### src/rtl/ccd_pkg.sv
package ccd_pkg;
  typedef enum logic [1:0] {
    TGT_LOCAL  = 2'd0,
    TGT_GLOBAL = 2'd1,
    TGT_COEF   = 2'd2,
    TGT_TONE   = 2'd3
  } tgt_e;

  typedef enum logic [1:0] {
    ST_CMD  = 2'd0,
    ST_DATA = 2'd1,
    ST_DROP = 2'd2
  } pstate_e;
endpackage

### src/rtl/ccd_cmd_decode.sv
module ccd_cmd_decode
  import ccd_pkg::*;
#(
  parameter int NLOC  = 12,
  parameter int NGLB  = 26,
  parameter int NCBLK = 5,
  parameter int NTBLK = 4,
  parameter int WPB   = 8,
  parameter int AW    = 6
) (
  input  logic [7:0]    cmd,
  input  logic          mask_any,
  output logic          is_wr,
  output tgt_e          tgt,
  output logic [AW-1:0] base,
  output logic          legal
);
  localparam int WPB_W = $clog2(WPB);

  always_comb begin
    is_wr = cmd[7];
    tgt   = TGT_LOCAL;
    base  = '0;
    legal = 1'b0;
    case (cmd[6:5])
      2'b00: begin
        tgt   = TGT_LOCAL;
        base  = AW'(cmd[4:0]);
        legal = (32'(cmd[4:0]) < NLOC) && mask_any;
      end
      2'b01: begin
        tgt   = TGT_GLOBAL;
        base  = AW'(cmd[4:0]);
        legal = 32'(cmd[4:0]) < NGLB;
      end
      2'b11: begin
        if (!cmd[4]) begin
          tgt   = TGT_COEF;
          base  = AW'(cmd[3:0]) << WPB_W;
          legal = (32'(cmd[3:0]) < NCBLK) && mask_any;
        end else begin
          tgt   = TGT_TONE;
          base  = AW'(cmd[2:0]) << WPB_W;
          legal = !cmd[3] && (32'(cmd[2:0]) < NTBLK) && mask_any;
        end
      end
      default: legal = 1'b0;
    endcase
  end
endmodule

### src/rtl/ccd_low_chan.sv
module ccd_low_chan #(
  parameter int NCH = 8,
  parameter int CW  = 3
) (
  input  logic [NCH-1:0] en,
  output logic [CW-1:0]  idx,
  output logic           any
);
  logic [NCH:0]   seen;
  logic [NCH-1:0] first;

  assign seen[0] = 1'b0;
  for (genvar i = 0; i < NCH; i++) begin : g_chain
    assign seen[i+1] = seen[i] | en[i];
    assign first[i]  = en[i] & ~seen[i];
  end

  always_comb begin
    idx = '0;
    for (int i = 0; i < NCH; i++) begin
      if (first[i]) idx = idx | CW'(i);
    end
  end

  assign any = seen[NCH];
endmodule

### src/rtl/serial_cmd_decoder.sv
module serial_cmd_decoder
  import ccd_pkg::*;
#(
  parameter int         NCH       = 8,
  parameter int         NLOC      = 12,
  parameter int         NGLB      = 26,
  parameter int         NCBLK     = 5,
  parameter int         NTBLK     = 4,
  parameter int         WPB       = 8,
  parameter int         REG_BYTES = 4,
  parameter int         RAM_BYTES = 16,
  parameter logic [7:0] ID_CODE   = 8'h81,
  localparam int CW    = (NCH > 1) ? $clog2(NCH) : 1,
  localparam int MAXB  = (NCBLK > NTBLK) ? NCBLK : NTBLK,
  localparam int MAXR  = (NGLB > NLOC) ? NGLB : NLOC,
  localparam int MAXA  = (MAXB * WPB > MAXR) ? MAXB * WPB : MAXR,
  localparam int AW    = $clog2(MAXA),
  localparam int CNT_W = $clog2(RAM_BYTES + 1)
) (
  input  logic           clk,
  input  logic           rst_n,
  input  logic           frame_i,
  input  logic           in_valid,
  input  logic [7:0]     in_data,
  output logic           in_ready,
  input  logic [NCH-1:0] chan_en,
  output logic           wr_en,
  output logic [1:0]     wr_tgt,
  output logic [NCH-1:0] wr_mask,
  output logic [AW-1:0]  wr_addr,
  output logic [15:0]    wr_data,
  output logic           rd_req,
  output logic [1:0]     rd_tgt,
  output logic [CW-1:0]  rd_chan,
  output logic [AW-1:0]  rd_addr,
  input  logic [15:0]    rd_data,
  output logic           out_valid,
  output logic [7:0]     out_data,
  output logic           err
);
  // decode of the incoming byte as a command
  logic          dec_wr, dec_legal, mask_any;
  tgt_e          dec_tgt;
  logic [AW-1:0] dec_base;
  logic [CW-1:0] low_idx;

  ccd_cmd_decode #(.NLOC(NLOC), .NGLB(NGLB), .NCBLK(NCBLK), .NTBLK(NTBLK),
                   .WPB(WPB), .AW(AW)) u_dec (
    .cmd(in_data), .mask_any(mask_any), .is_wr(dec_wr), .tgt(dec_tgt),
    .base(dec_base), .legal(dec_legal));

  ccd_low_chan #(.NCH(NCH), .CW(CW)) u_low (
    .en(chan_en), .idx(low_idx), .any(mask_any));

  // command context and output registers
  pstate_e        st_q, st_n;
  logic           wr_q, wr_n;
  tgt_e           tgt_q, tgt_n;
  logic [AW-1:0]  base_q, base_n;
  logic [NCH-1:0] mask_q, mask_n;
  logic [CW-1:0]  chan_q, chan_n;
  logic [CNT_W-1:0] cnt_q, cnt_n;
  logic [7:0]     hold_q, hold_n;
  logic           wen_q, wen_n;
  logic [1:0]     wtgt_q, wtgt_n;
  logic [NCH-1:0] wmask_q, wmask_n;
  logic [AW-1:0]  waddr_q, waddr_n;
  logic [15:0]    wdata_q, wdata_n;
  logic           ov_q, ov_n;
  logic [7:0]     od_q, od_n;

  logic             acc, is_ram, odd, in_win;
  logic [CNT_W-1:0] byte_lim;
  logic [AW-1:0]    reg_addr, word_addr;

  assign acc       = in_valid & frame_i;
  assign is_ram    = tgt_q[1];
  assign odd       = cnt_q[0];
  assign byte_lim  = is_ram ? CNT_W'(RAM_BYTES) : CNT_W'(REG_BYTES);
  assign reg_addr  = base_q + AW'(cnt_q);
  assign word_addr = base_q + AW'(cnt_q >> 1);
  assign in_win    = (cnt_q < byte_lim) &&
                     (is_ram || (32'(reg_addr) < ((tgt_q == TGT_GLOBAL) ? NGLB : NLOC)));

  assign rd_req  = acc && (st_q == ST_DATA) && in_win && !wr_q && (!is_ram || !odd);
  assign rd_addr = is_ram ? word_addr : reg_addr;
  assign rd_tgt  = tgt_q;
  assign rd_chan = chan_q;

  always_comb begin
    st_n = st_q;   wr_n = wr_q;   tgt_n = tgt_q;   base_n = base_q;
    mask_n = mask_q; chan_n = chan_q; cnt_n = cnt_q; hold_n = hold_q;
    wen_n = 1'b0;  wtgt_n = wtgt_q; wmask_n = wmask_q;
    waddr_n = waddr_q; wdata_n = wdata_q;
    ov_n = 1'b0;   od_n = od_q;
    if (!frame_i) begin
      st_n  = ST_CMD;
      cnt_n = '0;
    end else if (acc) begin
      case (st_q)
        ST_CMD: begin
          wr_n   = dec_wr;
          tgt_n  = dec_tgt;
          base_n = dec_base;
          mask_n = (dec_tgt == TGT_GLOBAL) ? '0 : chan_en;
          chan_n = (dec_tgt == TGT_GLOBAL) ? '0 : low_idx;
          cnt_n  = '0;
          st_n   = dec_legal ? ST_DATA : ST_DROP;
          if (dec_legal && !dec_wr) begin
            ov_n = 1'b1;
            od_n = ID_CODE;
          end
        end
        ST_DATA: begin
          if (in_win) begin
            cnt_n = cnt_q + 1'b1;
            if (wr_q) begin
              if (is_ram && !odd) begin
                hold_n = in_data;
              end else begin
                wen_n   = 1'b1;
                wtgt_n  = tgt_q;
                wmask_n = mask_q;
                waddr_n = is_ram ? word_addr : reg_addr;
                wdata_n = is_ram ? {hold_q, in_data} : {8'h00, in_data};
              end
            end else begin
              ov_n = 1'b1;
              if (!is_ram) begin
                od_n = rd_data[7:0];
              end else if (!odd) begin
                od_n   = rd_data[15:8];
                hold_n = rd_data[7:0];
              end else begin
                od_n = hold_q;
              end
            end
          end
        end
        default: ;
      endcase
    end
  end

  always_ff @(posedge clk or negedge rst_n) begin
    if (!rst_n) begin
      st_q <= ST_CMD;  wr_q <= 1'b0;  tgt_q <= TGT_LOCAL;  base_q <= '0;
      mask_q <= '0;  chan_q <= '0;  cnt_q <= '0;  hold_q <= '0;
      wen_q <= 1'b0; wtgt_q <= '0;  wmask_q <= '0; waddr_q <= '0; wdata_q <= '0;
      ov_q <= 1'b0;  od_q <= '0;
    end else begin
      st_q <= st_n;  wr_q <= wr_n;  tgt_q <= tgt_n;  base_q <= base_n;
      mask_q <= mask_n;  chan_q <= chan_n;  cnt_q <= cnt_n;  hold_q <= hold_n;
      wen_q <= wen_n; wtgt_q <= wtgt_n; wmask_q <= wmask_n; waddr_q <= waddr_n;
      wdata_q <= wdata_n;
      ov_q <= ov_n;  od_q <= od_n;
    end
  end

  assign in_ready  = frame_i;
  assign wr_en     = wen_q;
  assign wr_tgt    = wtgt_q;
  assign wr_mask   = wmask_q;
  assign wr_addr   = waddr_q;
  assign wr_data   = wdata_q;
  assign out_valid = ov_q;
  assign out_data  = od_q;
  assign err       = (st_q == ST_DROP);
endmodule

### config.mk
export PLATFORM = sky130hd
export DESIGN_NAME = serial_cmd_decoder
export DESIGN_NICKNAME = d
export VERILOG_FILES = /design/src/rtl/ccd_pkg.sv /design/src/rtl/ccd_cmd_decode.sv /design/src/rtl/ccd_low_chan.sv /design/src/rtl/serial_cmd_decoder.sv
export SDC_FILE = /design/constraint.sdc
export NUM_CORES = 1
export LEC_CHECK = 0
export ABC_CLOCK_PERIOD_IN_PS = 3350
export BUFFER_PORTS_ARGS = -buffer_cell sky130_fd_sc_hd__buf_2
export CAP_MARGIN = 20
export CORE_MARGIN = 2
export CORE_UTILIZATION = 49
export DETAILED_ROUTE_END_ITERATION = 7
export GPL_TIMING_DRIVEN = 0
export PLACE_DENSITY = 0.76
export SYNTH_ARGS = -nofsm -noshare
export SYNTH_HDL_FRONTEND = slang
export SYNTH_SLANG_ARGS = --single-unit
### constraint.sdc
create_clock -name clk -period 3.35 [get_ports clk]
set_input_delay 0.67 -clock clk [delete_from_list [all_inputs] [get_ports clk]]
set_output_delay 0.67 -clock clk [all_outputs]
set_load 0.05 [all_outputs]
==> run_results.csv <==
group,metric,value,unit
die,row_count,33,
status,status,"complete, but fails checks",
die,initial_core_util,49.98,%
final_layout,drive_gt1_share,35.94,%
die,fp.coreArea,0.008093,mm^2
global_route,grt.overflow.total,0,
final_layout,multi_input_area,0.002053,mm^2
synthesis,synth_cells,375,
power_and_ir_drop,power.leakage,2.724,nW
clock_tree,holdBufCountCts,0,
place,gp_congestion,0.8724,
synthesis,synth_ff_type,"dfrtp_1",
final_layout,final_util,64.15,%
route,drc,0,
die,num_io_pins,92,
synthesis,syn_avg_cell_area,10.79,um^2
synthesis,yosysWarningCount,0,
sta,finalWorstSetupSlack,-491.4,ps
clock_tree,cts_tree,"yes",
critical_path,reg2reg_slack,-270,ps
sta,finalSetupViolations,41,
critical_path,end_kind,"output port",
final_layout,register_area,0.001928,mm^2
global_route,grt_max_degree,73,
final_layout,final_nets,549,
power_and_ir_drop,power.density,532.7,mW/mm^2
synthesis,synth_area_leaders,"dfrtp_1, mux2_2, ha_1",
final_layout,final_common_cell,"buf_2",
power_and_ir_drop,power.internal,1.781,mW
run,maxCapViolCount,0,
route,wirelength,10.52,mm
synthesis,synthesis.nets,431,
synthesis,synth.distinct_cells,51,
final_layout,final_cell_mix,"buf_2, dfrtp_1, nand2_1",
sta,hold_violations,0,
clock_tree,h-tree-depth,3,
critical_path,required,2680,ps
power_and_ir_drop,ir_drop,0.2894,mV
sta,max_freq,260.3,MHz
final_layout,fillers,654,
synthesis,synth_top_area_share,47.63,%
sta,fin_worst_skew,12.81,ps
clock_tree,path_clk_slew,80,ps
synthesis,synth_area_leader_cell,"dfrtp_1",
critical_path,rr_startpoint,"base_q[0]$_DFFE_PN0P_",
sta,worstMarginPinSlew,788.7,ps
sta,hold_slack,124.9,ps
synthesis,synth_edf_count,0,
synthesis,yosys_register_bits,77,
route,drt_pass1_iterations,5,
power_and_ir_drop,switching_power,0.9844,mW
clock_tree,root_buffer,"clkbuf_8",
global_route,grt_pass1_wl,17.04,mm
die,chipHeight,94.86,um
die,dieWidth,94.86,um
synthesis,ys_seq_area_share,47.63,%
route,routedWlPerCell,17.45,um
final_layout,antenna_cells,0,
place,io_buffers,91,
sta,final_max_slew_viol_count,0,
synthesis,synthArstFlopShare,100.0,%
global_route,first_global_vias,3490,
sta,tns,-6961,ps
critical_path,worst-setup-path-type,"register to output port",
power_and_ir_drop,netSwitchingFraction,35.60,%
min_path,worst_hold_path_type,"input pin to asynchronous set/reset pin",
critical_path,crit_start,"base_q[0]$_DFFE_PN0P_",
sta,final.period_utilization,114.7,%
critical_path,crit_arrival,3170,ps
place,dpl_cell_area,0.004688,mm^2
clock_tree,clk_latency,360,ps
sta,rsz0062_at_grt,"true",
critical_path,cp_max_fo,2,
place,dp_hpwl,7.166,mm
die,dieArea,0.008998,mm^2
route,drtIter0Drc,213,
route,vias_per_cell,5.678,
clock_tree,cts.sinks,77,
status,violations,"negative setup slack",
power_and_ir_drop,pwr-share-comb,29.4,%
power_and_ir_drop,seqPwrFrac,40.3,%
global_route,antenna_found_initial,0,
clock_tree,clock_path_buffers,2,
clock_tree,cts_made_buffers,9,
route,drtAntennaViolNets,0,
route,vias,3424,
final_layout,synthToLayoutAreaGrowth,28.33,%
critical_path,crit_path_start_kind,"register",
sta,slew_headroom,47.42,%
synthesis,syn-cell-area,0.004045,mm^2
power_and_ir_drop,p_clk_share,30.3,%
global_route,track_usage,24.62,%
final_layout,final_area,0.005191,mm^2
sta,period_minus_slack,3841,ps
[registers in the layout, indices dropped and copies added, names as in the netlist]
register / flops
wr_data: 16
wr_addr: 6
rd_chan: 3
base_q: 6
wr_tgt: 2
mask_q: 8
st_q: 2
hold_q: 8
rd_tgt: 2
cnt_q: 5
wr_q: 1
wr_mask: 8
out_valid: 1
out_data: 8
wr_en: 1
[path summary, 6_finish.rpt]
kind                                           to  cells past startpoint
max reg2reg                wr_addr[2]$_DFFE_PN0P_                     14
min in group clk            wr_tgt[1]$_DFFE_PN0P_                      1
max in group asynchronous    cnt_q[0]$_DFFE_PN0P_                      2
min                        wr_data[1]$_DFFE_PN0P_                      1
min reg2reg                 wr_tgt[1]$_DFFE_PN0P_                      1
max                                        rd_req                     11
[cells by family after synthesis]
kind of cell | Yosys count | synth area share [%]
compound gates | 91 | 15.19
fa+ha+maj | 20 | 6.558
flops | 77 | 47.63
buf+inv | 35 | 3.897
simple gates | 94 | 10.52
mux | 51 | 14.69
xor+xnor | 7 | 1.516
[critical path, stage by stage, from the launching register on]
cell	delay, ps
dfrtp_1	430
ha_4	180
fa_2	360
a21o_1	180
a21oi_2	190
xnor2_2	120
ha_4	170
a221o_1	350
a311oi_2	260
nand3_2	150
nor3b_4	240
buf_6	190
[metrics by stage]
step	setup slack, ps	total power, mW	instances
final	-491.4	2.765	603
after global routing	-584.9	2.883	603
after CTS	-430.9	2.758	603
after detailed placement	-440.0	1.894	572
after global placement	-373.5	1.869	571
after floorplan	-170.1	1.674	375
[layer usage]
metal / up-vias / GRT usage, % / wire length, um
met5: - / 0 / 0
met4: 0 / 10.63 / 323
met3: 32 / 4.948 / 701
met2: 146 / 38.77 / 5010
met1: 1665 / 33.11 / 4485
li1: 1581 / - / -
[power groups by stage]
stage / clock (mW) / sequential, mW / combinational (mW)
2_1_floorplan: 0 / 1.33 / 0.345
3_3_place_gp: 0 / 1.12 / 0.746
3_5_place_dp: 0 / 1.13 / 0.766
4_1_cts: 0.848 / 1.11 / 0.797
5_1_grt: 0.889 / 1.13 / 0.866
6_report: 0.839 / 1.11 / 0.813
[Yosys cell counts (all sizes together), types with 2 or more instances]
cell type	count
o21bai	2
a22oi	4
o21a	2
dfrtp	77
nor3b	2
nor2b	4
o31ai	7
o21ai	25
a22o	8
buf	7
fa	2
mux2	34
a21oi	13
or3	2
or2	3
a31oi	3
nand3	4
nor4	2
nand2b	2
xnor2	5
nor2	13
nand2	50
a211oi	7
nor3	5
ha	18
mux2i	17
a21o	6
clkbuf	8
inv	19
nand4	3
xor2	2
o22ai	3
a211o	3
[area by class of cell]
cell class,instances,area share (%)
multi-input cells,263,39.55
flip-flops and latches,77,37.14
repair buffers,108,12.77
clock buffers,12,3.181
well taps,105,2.531
inverters,20,1.687
plain buffers,14,1.639
clock inverters,4,1.494
[repair_timing]
| item | in CTS | in global routing |
|---|---|---|
| setup buffers | 13 | 2 |
| gates cloned | 2 | 0 |
| endpoints found under the setup margin | 51 | 54 |
| pin swaps | 14 | 9 |
| endpoints found under the hold margin | 0 | 0 |
| gates resized for setup | 29 | 7 |
Note: power is estimated with default switching activity, not from simulation.
